### config.mk
export PLATFORM = sky130hd
export DESIGN_NAME = scsi_arbsel_seq
export DESIGN_NICKNAME = d
export VERILOG_FILES = /design/src/rtl/arbsel_pkg.sv /design/src/rtl/arbsel_dpath.sv /design/src/rtl/arbsel_ctrl.sv /design/src/rtl/scsi_arbsel_seq.sv
export SDC_FILE = /design/constraint.sdc
export NUM_CORES = 1
export LEC_CHECK = 0
export BUFFER_PORTS_ARGS = -buffer_cell sky130_fd_sc_hd__buf_2
export CAP_MARGIN = 10
export CORE_ASPECT_RATIO = 1.75
export CORE_MARGIN = 4
export CORE_UTILIZATION = 45
export CTS_BUF_LIST = sky130_fd_sc_hd__clkbuf_8
export DETAILED_ROUTE_END_ITERATION = 7
export GPL_ROUTABILITY_DRIVEN = 0
export PLACE_DENSITY = 0.77
export SYNTH_ARGS = -nofsm -noshare
export SYNTH_HDL_FRONTEND = slang
export SYNTH_SLANG_ARGS = --single-unit
### constraint.sdc
create_clock -name clk -period 4.2 [get_ports clk]
set_input_delay 0.21 -clock clk [delete_from_list [all_inputs] [get_ports clk]]
set_output_delay 0.21 -clock clk [all_outputs]
set_load 0.1 [all_outputs]
### src/rtl/arbsel_pkg.sv
package arbsel_pkg;

  typedef enum logic [1:0] {
    RES_OK          = 2'd0,
    RES_BUS_BUSY    = 2'd1,
    RES_ARB_LOST    = 2'd2,
    RES_SEL_TIMEOUT = 2'd3
  } result_e;

  typedef enum logic [1:0] {
    TM_FREE,
    TM_ARB,
    TM_CLEAR,
    TM_SEL
  } tmr_sel_e;

  // {MSG, C/D, I/O} for message-out
  localparam logic [2:0] PHASE_MSG_OUT = 3'b110;

  typedef struct packed {
    logic     capture;
    logic     tmrClr;
    tmr_sel_e tmrSel;
    logic     setArb;
    logic     clrBsy;
    logic     setAtn;
    logic     clrAtn;
    logic     setSel;
    logic     clrSel;
    logic     loadSel;
    logic     loadIdent;
    logic     clrData;
    logic     setAck;
    logic     clrAck;
    logic     attClr;
    logic     attInc;
    logic     resLoad;
    result_e  resCode;
  } strobe_t;

endpackage

### src/rtl/arbsel_dpath.sv
module arbsel_dpath
  import arbsel_pkg::*;
#(
  parameter int HOST_ID     = 7,
  parameter int ARB_CYC     = 120,
  parameter int CLR_CYC     = 60,
  parameter int BUSFREE_CYC = 12_500_000,
  parameter int SEL_CYC     = 12_500_000,
  parameter int MAX_TRIES   = 3
) (
  input  logic       clk,
  input  logic       rstN,
  input  strobe_t    stb,
  input  logic [2:0] targetId,
  input  logic [2:0] lun,
  input  logic       discEnable,
  input  logic [7:0] busDataIn,
  input  logic       lostArbIn,
  output logic       bsyOut,
  output logic       selOut,
  output logic       atnOut,
  output logic       ackOut,
  output logic [7:0] dataOut,
  output logic [1:0] result,
  output logic       tmrDone,
  output logic       attLast,
  output logic       arbWon
);

  function automatic int maxOf(input int a, input int b);
    return (a > b) ? a : b;
  endfunction

  localparam int MAXC = maxOf(maxOf(ARB_CYC, CLR_CYC), maxOf(BUSFREE_CYC, SEL_CYC));
  localparam int TW   = $clog2(MAXC) + 1;
  localparam int AW   = (MAX_TRIES > 1) ? $clog2(MAX_TRIES) : 1;

  localparam logic [TW-1:0] ARB_LIM  = TW'(ARB_CYC - 1);
  localparam logic [TW-1:0] CLR_LIM  = TW'(CLR_CYC - 1);
  localparam logic [TW-1:0] FREE_LIM = TW'(BUSFREE_CYC - 1);
  localparam logic [TW-1:0] SEL_LIM  = TW'(SEL_CYC - 1);
  localparam logic [AW-1:0] ATT_LIM  = AW'(MAX_TRIES - 1);

  localparam logic [7:0] HOST_BIT   = 8'd1 << HOST_ID;
  localparam logic [7:0] ABOVE_MASK = ~(HOST_BIT | (HOST_BIT - 8'd1));

  logic [TW-1:0] tmrCnt;
  logic [TW-1:0] tmrLim;
  logic [AW-1:0] attCnt;
  logic [2:0]    tgtQ;
  logic [7:0]    identQ;
  logic [7:0]    dataQ;
  logic          bsyQ, selQ, atnQ, ackQ;
  result_e       resQ;

  always_comb begin
    unique case (stb.tmrSel)
      TM_FREE:  tmrLim = FREE_LIM;
      TM_ARB:   tmrLim = ARB_LIM;
      TM_CLEAR: tmrLim = CLR_LIM;
      default:  tmrLim = SEL_LIM;
    endcase
  end

  assign tmrDone = (tmrCnt == tmrLim);
  assign attLast = (attCnt == ATT_LIM);
  assign arbWon  = ((busDataIn & ABOVE_MASK) == 8'd0) && !lostArbIn;

  always_ff @(posedge clk or negedge rstN) begin
    if (!rstN) begin
      tmrCnt <= '0;
      attCnt <= '0;
      tgtQ   <= '0;
      identQ <= '0;
      dataQ  <= '0;
      bsyQ   <= 1'b0;
      selQ   <= 1'b0;
      atnQ   <= 1'b0;
      ackQ   <= 1'b0;
      resQ   <= RES_OK;
    end else begin
      if (stb.tmrClr)       tmrCnt <= '0;
      else if (!tmrDone)    tmrCnt <= tmrCnt + 1'b1;

      if (stb.attClr)       attCnt <= '0;
      else if (stb.attInc)  attCnt <= attCnt + 1'b1;

      if (stb.capture) begin
        tgtQ   <= targetId;
        identQ <= {1'b1, discEnable, 3'b000, lun};
      end

      if (stb.setArb) begin
        bsyQ  <= 1'b1;
        dataQ <= HOST_BIT;
      end
      if (stb.clrBsy)    bsyQ  <= 1'b0;
      if (stb.setAtn)    atnQ  <= 1'b1;
      if (stb.clrAtn)    atnQ  <= 1'b0;
      if (stb.setSel)    selQ  <= 1'b1;
      if (stb.clrSel)    selQ  <= 1'b0;
      if (stb.setAck)    ackQ  <= 1'b1;
      if (stb.clrAck)    ackQ  <= 1'b0;
      if (stb.loadSel)   dataQ <= HOST_BIT | (8'd1 << tgtQ);
      if (stb.loadIdent) dataQ <= identQ;
      if (stb.clrData)   dataQ <= 8'd0;
      if (stb.resLoad)   resQ  <= stb.resCode;
    end
  end

  assign bsyOut  = bsyQ;
  assign selOut  = selQ;
  assign atnOut  = atnQ;
  assign ackOut  = ackQ;
  assign dataOut = dataQ;
  assign result  = resQ;

endmodule

### src/rtl/arbsel_ctrl.sv
module arbsel_ctrl
  import arbsel_pkg::*;
(
  input  logic       clk,
  input  logic       rstN,
  input  logic       start,
  input  logic       busBsyIn,
  input  logic       busReqIn,
  input  logic [2:0] busPhaseIn,
  input  logic       tmrDone,
  input  logic       attLast,
  input  logic       arbWon,
  output strobe_t    stb,
  output logic       busy,
  output logic       done
);

  typedef enum logic [3:0] {
    S_IDLE, S_FREE, S_ARB, S_SEL_ON, S_SETTLE, S_SEL_DRV,
    S_SEL_WAIT, S_MSG_WAIT, S_MSG_DATA, S_MSG_ACK, S_FINISH
  } state_e;

  state_e state, nextState;

  always_ff @(posedge clk or negedge rstN) begin
    if (!rstN) state <= S_IDLE;
    else       state <= nextState;
  end

  always_comb begin
    stb       = '0;
    stb.tmrSel  = TM_FREE;
    stb.resCode = RES_OK;
    nextState = state;
    unique case (state)
      S_IDLE: begin
        if (start) begin
          stb.capture = 1'b1;
          stb.tmrClr  = 1'b1;
          stb.attClr  = 1'b1;
          nextState   = S_FREE;
        end
      end
      S_FREE: begin
        stb.tmrSel = TM_FREE;
        if (!busBsyIn) begin
          stb.setArb = 1'b1;
          stb.tmrClr = 1'b1;
          nextState  = S_ARB;
        end else if (tmrDone) begin
          stb.resLoad = 1'b1;
          stb.resCode = RES_BUS_BUSY;
          nextState   = S_FINISH;
        end
      end
      S_ARB: begin
        stb.tmrSel = TM_ARB;
        if (tmrDone) begin
          if (arbWon) begin
            stb.setAtn = 1'b1;
            nextState  = S_SEL_ON;
          end else begin
            stb.clrBsy  = 1'b1;
            stb.clrData = 1'b1;
            stb.tmrClr  = 1'b1;
            if (attLast) begin
              stb.resLoad = 1'b1;
              stb.resCode = RES_ARB_LOST;
              nextState   = S_FINISH;
            end else begin
              stb.attInc = 1'b1;
              nextState  = S_FREE;
            end
          end
        end
      end
      S_SEL_ON: begin
        stb.setSel = 1'b1;
        stb.tmrClr = 1'b1;
        nextState  = S_SETTLE;
      end
      S_SETTLE: begin
        stb.tmrSel = TM_CLEAR;
        if (tmrDone) begin
          stb.loadSel = 1'b1;
          nextState   = S_SEL_DRV;
        end
      end
      S_SEL_DRV: begin
        stb.clrBsy = 1'b1;
        stb.tmrClr = 1'b1;
        nextState  = S_SEL_WAIT;
      end
      S_SEL_WAIT: begin
        stb.tmrSel = TM_SEL;
        if (busBsyIn) begin
          stb.clrSel  = 1'b1;
          stb.clrData = 1'b1;
          stb.tmrClr  = 1'b1;
          nextState   = S_MSG_WAIT;
        end else if (tmrDone) begin
          stb.clrSel  = 1'b1;
          stb.clrData = 1'b1;
          stb.clrAtn  = 1'b1;
          stb.resLoad = 1'b1;
          stb.resCode = RES_SEL_TIMEOUT;
          nextState   = S_FINISH;
        end
      end
      S_MSG_WAIT: begin
        stb.tmrSel = TM_SEL;
        if (busReqIn && busPhaseIn == PHASE_MSG_OUT) begin
          stb.loadIdent = 1'b1;
          nextState     = S_MSG_DATA;
        end else if (busReqIn || tmrDone) begin
          stb.clrAtn  = 1'b1;
          stb.resLoad = 1'b1;
          stb.resCode = RES_OK;
          nextState   = S_FINISH;
        end
      end
      S_MSG_DATA: begin
        stb.setAck = 1'b1;
        stb.clrAtn = 1'b1;
        nextState  = S_MSG_ACK;
      end
      S_MSG_ACK: begin
        if (!busReqIn) begin
          stb.clrAck  = 1'b1;
          stb.clrData = 1'b1;
          stb.resLoad = 1'b1;
          stb.resCode = RES_OK;
          nextState   = S_FINISH;
        end
      end
      S_FINISH: nextState = S_IDLE;
      default:  nextState = S_IDLE;
    endcase
  end

  assign busy = (state != S_IDLE);
  assign done = (state == S_FINISH);

endmodule

### src/rtl/scsi_arbsel_seq.sv
module scsi_arbsel_seq
  import arbsel_pkg::*;
#(
  parameter int HOST_ID     = 7,
  parameter int ARB_CYC     = 120,
  parameter int CLR_CYC     = 60,
  parameter int BUSFREE_CYC = 12_500_000,
  parameter int SEL_CYC     = 12_500_000,
  parameter int MAX_TRIES   = 3
) (
  input  logic       clk,
  input  logic       rstN,
  input  logic       start,
  input  logic [2:0] targetId,
  input  logic [2:0] lun,
  input  logic       discEnable,
  input  logic       busBsyIn,
  input  logic [7:0] busDataIn,
  input  logic       lostArbIn,
  input  logic       busReqIn,
  input  logic [2:0] busPhaseIn,
  output logic       bsyOut,
  output logic       selOut,
  output logic       atnOut,
  output logic       ackOut,
  output logic [7:0] dataOut,
  output logic       busy,
  output logic       done,
  output logic [1:0] result
);

  strobe_t stb;
  logic    tmrDone, attLast, arbWon;

  arbsel_ctrl uCtrl (
    .clk(clk), .rstN(rstN), .start(start),
    .busBsyIn(busBsyIn), .busReqIn(busReqIn), .busPhaseIn(busPhaseIn),
    .tmrDone(tmrDone), .attLast(attLast), .arbWon(arbWon),
    .stb(stb), .busy(busy), .done(done)
  );

  arbsel_dpath #(
    .HOST_ID(HOST_ID), .ARB_CYC(ARB_CYC), .CLR_CYC(CLR_CYC),
    .BUSFREE_CYC(BUSFREE_CYC), .SEL_CYC(SEL_CYC), .MAX_TRIES(MAX_TRIES)
  ) uDpath (
    .clk(clk), .rstN(rstN), .stb(stb),
    .targetId(targetId), .lun(lun), .discEnable(discEnable),
    .busDataIn(busDataIn), .lostArbIn(lostArbIn),
    .bsyOut(bsyOut), .selOut(selOut), .atnOut(atnOut), .ackOut(ackOut),
    .dataOut(dataOut), .result(result),
    .tmrDone(tmrDone), .attLast(attLast), .arbWon(arbWon)
  );

endmodule

# ---- Yosys cells after proc, flatten, opt, wreduce, memory -nomap -nowiden
# Index checks and enable logic that the tools add are counted.
dict set report classes {
  addsub 2
  eq_ne 21
  n_shift 1
  n_mux 72
  n_reduce_logical 13
}
# op count
set ops {}
lappend ops {{$mux W4} 13}
lappend ops {{$mux W25} 2}
lappend ops {{$pmux W24 S2} 1}
lappend ops {{$pmux W4 S10} 1}
lappend ops {{$mux W1} 33}
lappend ops {{$mux W8} 4}
lappend ops {{$add A25 B1 Y25 const B} 1}
lappend ops {{$eq A25 B24 Y1} 1}
lappend ops {{$mux W3} 8}
lappend ops {{$eq A4 B3 Y1 const B} 4}
lappend ops {{$pmux W3 S5} 1}
lappend ops {{$eq A4 B4 Y1 const B} 3}
lappend ops {{$reduce_bool A2 Y1} 5}
lappend ops {{$eq A4 B2 Y1 const B} 2}
lappend ops {{$mux W2} 4}
lappend ops {{$reduce_bool A4 Y1} 2}
lappend ops {{$shl A1 B3 Y7 const A} 1}
lappend ops {{$ne A2 B2 Y1 const B} 3}
lappend ops {{$pmux W1 S3} 2}
lappend ops {{$pmux W2 S3} 1}
lappend ops {{$pmux W1 S5} 1}
lappend ops {{$reduce_and A5 Y1} 1}
lappend ops {{$eq A2 B2 Y1 const B} 2}
lappend ops {{$eq A4 B1 Y1 const B} 1}
lappend ops {{10 further kinds} 12}
dict set report word_totals {
  register_bits 53
  inputBits 24
  elab_cells 120
}

# ---- Logic depth before layout (Yosys ltp)
# Gate-level depths: netlist (run 1).
dict set report logic_depth {
  ltp_word 11
  depth_mapped 14
}

# ---- Hierarchy
# A second synthesis (run 1) with hierarchy kept.
dict set report unflattened {
  hier_cells 327
  hier_area_um2 3123.0
}
# module instances cells_per_inst area_each_um2
set modules_own_cells {}
lappend modules_own_cells {arbsel_dpath 1 230 2371.0}
lappend modules_own_cells {arbsel_ctrl 1 97 752.0}

# ---- Worst setup path before layout (run 1)
# OpenSTA, ideal clock, no wires.
dict set report synth_path {
  path_kind {reg2reg}
  from {reg uCtrl.state[2]}
  to {reg uDpath.dataQ[2], in the netlist uDpath.dataOut[2]}
  setup_ns 0.126
  arrival_ns 2.982
  required_ns 4.074
  path_slack_ns 1.092
  path_stages_with_launch 13
  n_path_buf 1
  period_less_slack_ns 3.108
  path_cell_list {dfrtp_1 clkbuf_1 inv_1 nor2_1 nand2_1 inv_1 ha_1 nor4_2 nand3_2 a2111oi_4 nor2_2 o21a_1 a221o_1}
}
dict set report synth_via {
  elab_chain_len 11
}
# item line_no
set synth_rtl {}
lappend synth_rtl {{start: declaration} arbsel_ctrl.sv:23} ;# state_e state, nextState;
lappend synth_rtl {{start signal: assignment} arbsel_ctrl.sv:27} ;# else state <= nextState;
lappend synth_rtl {{$eq A4 B3 Y1} arbsel_ctrl.sv:35} ;# unique case (state)
lappend synth_rtl {{$reduce_or A2 Y1 (no source line)} n/a}
lappend synth_rtl {{$pmux W2 S3} arbsel_ctrl.sv:35}
lappend synth_rtl {{$eq A2 B2 Y1 or $eq A2 B1 Y1 (tied branches)} arbsel_dpath.sv:57} ;# unique case (stb.tmrSel)
lappend synth_rtl {{$pmux W24 S2} arbsel_dpath.sv:57}
lappend synth_rtl {{$eq A25 B24 Y1} arbsel_dpath.sv:65} ;# assign tmrDone = (tmrCnt == tmrLim);
lappend synth_rtl {{$mux W1} {arbsel_ctrl.sv:84, arbsel_ctrl.sv:101}}
lappend synth_rtl {{$mux W1} arbsel_ctrl.sv:35}
lappend synth_rtl {{$mux W8} arbsel_dpath.sv:104} ;# if (stb.loadSel) dataQ <= HOST_BIT | (8'd1 << tgtQ);
lappend synth_rtl {{$mux W8} arbsel_dpath.sv:105} ;# if (stb.loadIdent) dataQ <= identQ;
lappend synth_rtl {{$mux W8} arbsel_dpath.sv:106} ;# if (stb.clrData) dataQ <= 8'd0;
lappend synth_rtl {{end signal: assignment} arbsel_dpath.sv:104}
lappend synth_rtl {{end signal: assignment} arbsel_dpath.sv:105}
lappend synth_rtl {{end: declaration} arbsel_dpath.sv:52} ;# logic [7:0] dataQ;
# Several ways; a longest one is shown, not always the timed one.
# A chain may end at the register's enable or synchronous reset.

# ---- Worst setup path after layout (run 1)
dict set report layout_path {
  from {reg uCtrl.state[1]}
  to {reg uDpath.resQ[0], in the netlist uDpath.result[0]}
}
dict set report layout_via {
  elab_chain_len 10
}
# item line_no
set layout_rtl {}
lappend layout_rtl {{$eq A4 B3 Y1} arbsel_ctrl.sv:35}
lappend layout_rtl {{$reduce_or A2 Y1 (no source line)} n/a}
lappend layout_rtl {{$pmux W2 S3} arbsel_ctrl.sv:35}
lappend layout_rtl {{$eq A2 B2 Y1 or $eq A2 B1 Y1 (tied branches)} arbsel_dpath.sv:57}
lappend layout_rtl {{$pmux W24 S2} arbsel_dpath.sv:57}
lappend layout_rtl {{$eq A25 B24 Y1} arbsel_dpath.sv:65}
lappend layout_rtl {{$logic_or A1 B1 Y1} arbsel_ctrl.sv:115} ;# end else if (busReqIn || tmrDone) begin
lappend layout_rtl {{$mux W3} arbsel_ctrl.sv:115}
lappend layout_rtl {{$mux W3} arbsel_ctrl.sv:112} ;# if (busReqIn && busPhaseIn == PHASE_MSG_OUT) begin
lappend layout_rtl {{$pmux W3 S5 *} arbsel_ctrl.sv:35}
lappend layout_rtl {{end signal: assignment} arbsel_dpath.sv:107} ;# if (stb.resLoad) resQ <= stb.resCode;
lappend layout_rtl {{end: declaration} arbsel_dpath.sv:54} ;# result_e resQ;
# Mark *: on every way between the ends. The rest lies on a longest branch, timed or not.

==> results of run 1 <==
## cell families after synthesis
kind of cell / Yosys count / share of synthesized area
xor gates and xnor gates: 25 / 0.06947
muxes: 9 / 0.03136
buffers and inverters: 21 / 0.02898
DFF: 53 / 0.4208
adders and majority gates: 4 / 0.01588
and+or+nand+nor: 161 / 0.2779
AOI/OAI and AO/OA: 66 / 0.1556
## how the worst min path moves through the flow
stage	start	end	slack [ps]	cells after the start
floorplan	rstN	uCtrl.state[0]	-90	0
global placement	rstN	uDpath.tmrCnt[4]	370	2
detailed placement	rstN	uDpath.tmrCnt[2]	370	2
CTS	rstN	uDpath.atnOut	50	2
global route	rstN	uDpath.tmrCnt[4]	80	2
finish	rstN	uDpath.tmrCnt[2]	20	2
## flip-flops by register name (all words and copies together) (netlist names)
signal          cells
uDpath.tmrCnt      25
uDpath.dataOut      8
uDpath.identQ       5
uCtrl.state         4
uDpath.tgtQ         3
uDpath.attCnt       2
uDpath.result       2
uDpath.ackOut       1
uDpath.atnOut       1
uDpath.bsyOut       1
uDpath.selOut       1
## placed cells by master (no fill, tap or decap), types with 3 or more instances in the layout
master     count
a21oi_1       11
dfrtp_1       53
o2bb2ai_1      3
nor2_1        47
nand2_1       29
o211ai_1       3
nor2b_1        3
o21ai_0       18
buf_4          9
a21o_1         3
mux2_2         7
and3_1         6
and2_1         4
and4_1         3
clkbuf_8       6
nand2b_1      11
inv_1          8
xnor2_1       11
nand4_1       13
nand3_1       11
ha_1           4
nor3_1        11
o22ai_1        3
buf_2         31
nor3b_1        3
xor2_1        14
## layer usage
layer,GRT usage,part of all wire
met4,0.1094,0.051
met5,0,0
met1,0.1987,0.37
met3,0.02638,0.037
met2,0.3422,0.54
## final cells by class
class	instances	area [sq um]
Clock buffer	6	82.58
Tap cell	84	105.1
Fill cell	653	3348
Clock inverter	1	3.754
Multi-Input combinational cell	265	1734
Sequential cell	53	1326
Inverter	9	33.78
Timing Repair Buffer	40	222.7
## power groups by stage
stage | registers, mW | clock network (mW) | logic, mW
after floorplan | 0.882 | 0 | 0.702
after global placement | 0.725 | 0 | 1.07
after detailed placement | 0.728 | 0 | 1.08
after CTS | 0.717 | 0.295 | 1.09
after global routing | 0.734 | 0.316 | 1.18
final | 0.718 | 0.290 | 1.09
## synth_stat cells (3+ instances only)
cell type / number / area (sq um)
dfrtp_1: 53 / 1326
nor2_1: 47 / 176.4
nand2_1: 29 / 108.9
o21ai_0: 18 / 90.09
xor2_1: 14 / 122.6
nand4_1: 13 / 81.33
a21oi_1: 11 / 55.05
nand2b_1: 11 / 68.82
nand3_1: 11 / 55.05
nor3_1: 11 / 55.05
xnor2_1: 11 / 96.34
inv_1: 7 / 26.28
mux2_2: 7 / 78.83
and3_1: 6 / 37.54
clkbuf_1: 6 / 22.52
and2_1: 4 / 25.02
ha_1: 4 / 50.05
a21o_1: 3 / 22.52
and4_1: 3 / 26.28
buf_4: 3 / 22.52
nor2b_1: 3 / 18.77
nor3b_1: 3 / 22.52
o211ai_1: 3 / 22.52
o22ai_1: 3 / 18.77
o2bb2ai_1: 3 / 26.28
## critical path, cell delays in order, from the launching register on
cell and delay [ps]:
dfrtp_1 660, clkinv_1 160, nor2_1 200, nand2_1 100, ha_1 400, nor4_2 370, o22ai_1 110, a2111oi_0 740
o21ai_0 310, a21o_1 230
## metrics by stage
stage	cells	area, sq um	power (mW)	util
after floorplan	339	3152	1.584	-
after global placement	451	3422	1.792	0.4991
after detailed placement	451	3422	1.812	0.4991
after CTS	458	3508	2.100	0.5117
after global routing	458	3508	2.230	0.5117
final	458	3508	2.094	0.5117
==> results.cfg, run 1 <==
[worst_setup_path]
cp-end-kind = flip-flop
crit_fanout = 16
reg2reg_depth = 9
critPathCapture = uDpath.result[0]
crit_type = reg2reg
reg2reg_from = uCtrl.state[1]
crit_arrival_ps = 3580
start_kind = flip-flop
reg2reg_to = uDpath.result[0]
required_ps = 4400
r2r_setup_slack_ps = 810
worstSetupStartpoint = uCtrl.state[1]

[global_routing]
grt-ovfl-total = 0
grt_first_pass_wirelength_um = 12970
grt_pass1_vias = 2843
grt_max_degree = 54
antenna_found_initial = 0
grt_usage = 0.1883

[job]
drv_cap = 0

[synth]
synth_edf_count = 0
syn-cell-area_sq_um = 3152
ys_seq_area_frac = 0.4208
synth_nets = 367
synthFlopType = dfrtp_1
synth-seq-cells = 53
avgSynthCellArea_sq_um = 9.297
syn-instance-count = 339
yosysUniqueCellTypes = 62
yosysWarnings = 0
async_reset_ff_frac = 1.000

[sta]
skew_ps = 4.568
hold_ws_ps = 22.90
rsz0062_at_grt = no
min_period_ps = 3386
setup_viol = 0
slew_violations = 0
final_hold_viol_count = 0
tightest_slew_ps = 889.4
finalCritPeriodShare = 0.8063
tns_ps = 0
max_freq_ghz = 0.2953
relSlewSlack = 0.3987
fin_ws_ps = 813.6

[pwr]
leakage_nw = 1.528
switching_share = 0.4910
switchingPower_mw = 1.028
ir_worst_vdd_v = 0.0004516
clkPwrFrac = 0.138
pwr-share-seq = 0.343
p_comb_frac = 0.518
p_int_mw = 1.066
p_per_area_nw_per_um2 = 596.8

[placed_design]
pre_cts_slack_ps = 853.6
hpwl_um = 5889
port-buffer-count = 31

[route]
drc = 0
drt_iter0_markers = 188
vias = 2733
wl_um = 7701
antenna_left = 0
drt-vias-per-instance = 5.967
dr.pass1.iters = 5
drt-wirelength-per-cell_um = 16.81

[clock_tree]
postCtsHoldBufs = 0
max-clock-path-buffers = 2
cts_num_sinks = 53
clkLatencyLatePin_ps = 300
cts_setup_buffers = 0
htreeDepth = 2
cts_tree = built
numCtsBuffers = 5
clkTransAtPathRegs_ps = 90
cts.repair.resized = 0
root_buffer = clkbuf_8

[layout]
antenna_cells = 0
drive_gt1_frac = 0.1711
syn2layout_area_growth_pct = 11.31
fin_nets = 402

[min_path]
hp-class = in2async

[floorplan]
io-pin-count = 40
start_util = 0.4597
die_h_um = 118.7
fp.dieW_um = 71.27
die_area_sq_um = 8460
core_area_sq_um = 6857
rows = 40

[run_status]
status = finished, final reports clean
Power figures use the tool's default switching activity.
==> run 2, diff against run 1 <==
clock period = 3.48 ns   (was 4.2 ns; I/O delays follow)
==> run 2 against run 1 <==
  * The run now ends with hold timing left
  * Sequential power grew 17%
  * Worst setup slack lost 520 ps
  * Combinational power grew 26%
  * Total power grew 27%
  * Hold slack lost 26 ps
  * Global-route usage grew 0.38 points
  * Core utilization grew 0.80 points
  * Fmax grew 6.2%
  * Highest routed layer unchanged
==> results.cfg, run 2 (synthesized netlist as in run 1, its figures left out) <==
[floorplan]
core_area_sq_um = 6857
start_util = 0.4597
rows = 40
die_area_sq_um = 8460
die_h_um = 118.7
io-pin-count = 40
fp.dieW_um = 71.27

[global_routing]
grt_pass1_vias = 2915
antenna_found_initial = 0
grt_first_pass_wirelength_um = 13050
grt_max_degree = 43
grt-ovfl-total = 0
grt_usage = 0.1922

[pwr]
p_per_area_nw_per_um2 = 743.5
p_total_mw = 2.649
leakage_nw = 1.557
ir_worst_vdd_v = 0.0006791

[clock_tree]
numCtsBuffers = 5
cts_setup_buffers = 0
postCtsHoldBufs = 0
htreeDepth = 2
root_buffer = clkbuf_8
clkLatencyLatePin_ps = 320
cts_num_sinks = 53
cts_tree = built
cts.repair.resized = 0
max-clock-path-buffers = 2
clkTransAtPathRegs_ps = 90

[route]
vias = 2804
drt-vias-per-instance = 6.069
antenna_left = 0
wl_um = 7953
drc = 0
drt-wirelength-per-cell_um = 17.21
drt_iter0_markers = 183
dr.pass1.iters = 4

[sta]
min_period_ps = 3189
final_hold_viol_count = 1
tns_ps = 0
skew_ps = 11.05
slew_violations = 0
tightest_slew_ps = 948.5
max_freq_ghz = 0.3135
finalCritPeriodShare = 0.9165
relSlewSlack = 0.3677
hold_ws_ps = -2.990
setup_viol = 0
rsz0062_at_grt = no

[layout]
final_common_cell = dfrtp_1
antenna_cells = 0
largest-register = uDpath.tmrCnt
fin_nets = 405
nFillCells = 641
largest_reg_flops = 25
fin_cells = 462
multiInputGateArea_sq_um = 1737
syn2layout_area_growth_pct = 13.06
final_cell_mix = dfrtp_1, nor2_1, buf_2
drive_gt1_frac = 0.1825
seqCellArea_sq_um = 1326

[worst_setup_path]
crit_arrival_ps = 3440
start_kind = flip-flop
cp-end-kind = flip-flop
crit_fanout = 8
required_ps = 3730
crit_type = reg2reg

[min_path]
hp-class = in2async

[job]
drv_cap = 0

[placed_design]
post-place-cells = 454
port-buffer-count = 31
hpwl_um = 6125

[run_status]
status = finished with violations
violations = hold timing
run 2: metrics by stage:
stage                     setup WS (ps)  utilization  hold slack [ps]  cell area [sq um]
after floorplan                   372.2            -           -121.6               3152
after detailed placement          263.5       0.5024            373.5               3445
after global placement            371.3       0.5024            360.5               3445
after global routing              88.70       0.5197            77.35               3563
final                             290.5       0.5197           -2.990               3563
after CTS                         235.1       0.5193            25.38               3561
run 2: final timing paths:
path	from	endpoint	slack, ps	cells after the start
min in group clk	lun[2]	uDpath.identQ[2]	80	2
hold reg to reg	uDpath.identQ[7]	uDpath.identQ[7]	480	1
hold / removal	rstN	uDpath.tmrCnt[2]	-3	1
setup reg to reg	uCtrl.state[2]	uCtrl.state[3]	290	12
max in group asynchronous	rstN	uDpath.dataOut[3]	2760	2
setup / recovery	uCtrl.state[2]	uCtrl.state[3]	290	12
run 2: power by group:
part / switching [mW] / internal [mW]
Clock: 0.204 / 0.232
Sequential: 0.110 / 0.732
Combinational: 0.955 / 0.416
Total: 1.27 / 1.38
run 2: area by class of cell:
type | count | share of cell area
Timing Repair Buffer | 43 | 0.06882
Clock inverter | 2 | 0.009480
Clock buffer | 6 | 0.02317
Inverter | 9 | 0.009480
Sequential cell | 53 | 0.3722
Multi-Input combinational cell | 265 | 0.4874
Tap cell | 84 | 0.02949
run 2: per-layer routing:
metal  vias to the layer above  global-route usage  share of wire
li1                       1305                   -              -
met1                      1367              0.1830           0.35
met2                       100              0.3623           0.55
met3                        32             0.02553          0.046
met4                         0              0.1294          0.058
met5                         -                   0              0
run 2: worst max-delay path, cell delays in order (launching register included):
cell and delay (ps):
dfrtp_1 380, inv_1 220, nor2_2 110, nand2_1 110, inv_1 50, ha_1 360
nor4_2 400, nand3_2 210, a2111oi_0 500, buf_4 210, nor3b_2 310, o21ai_0 160
nand2_1 100
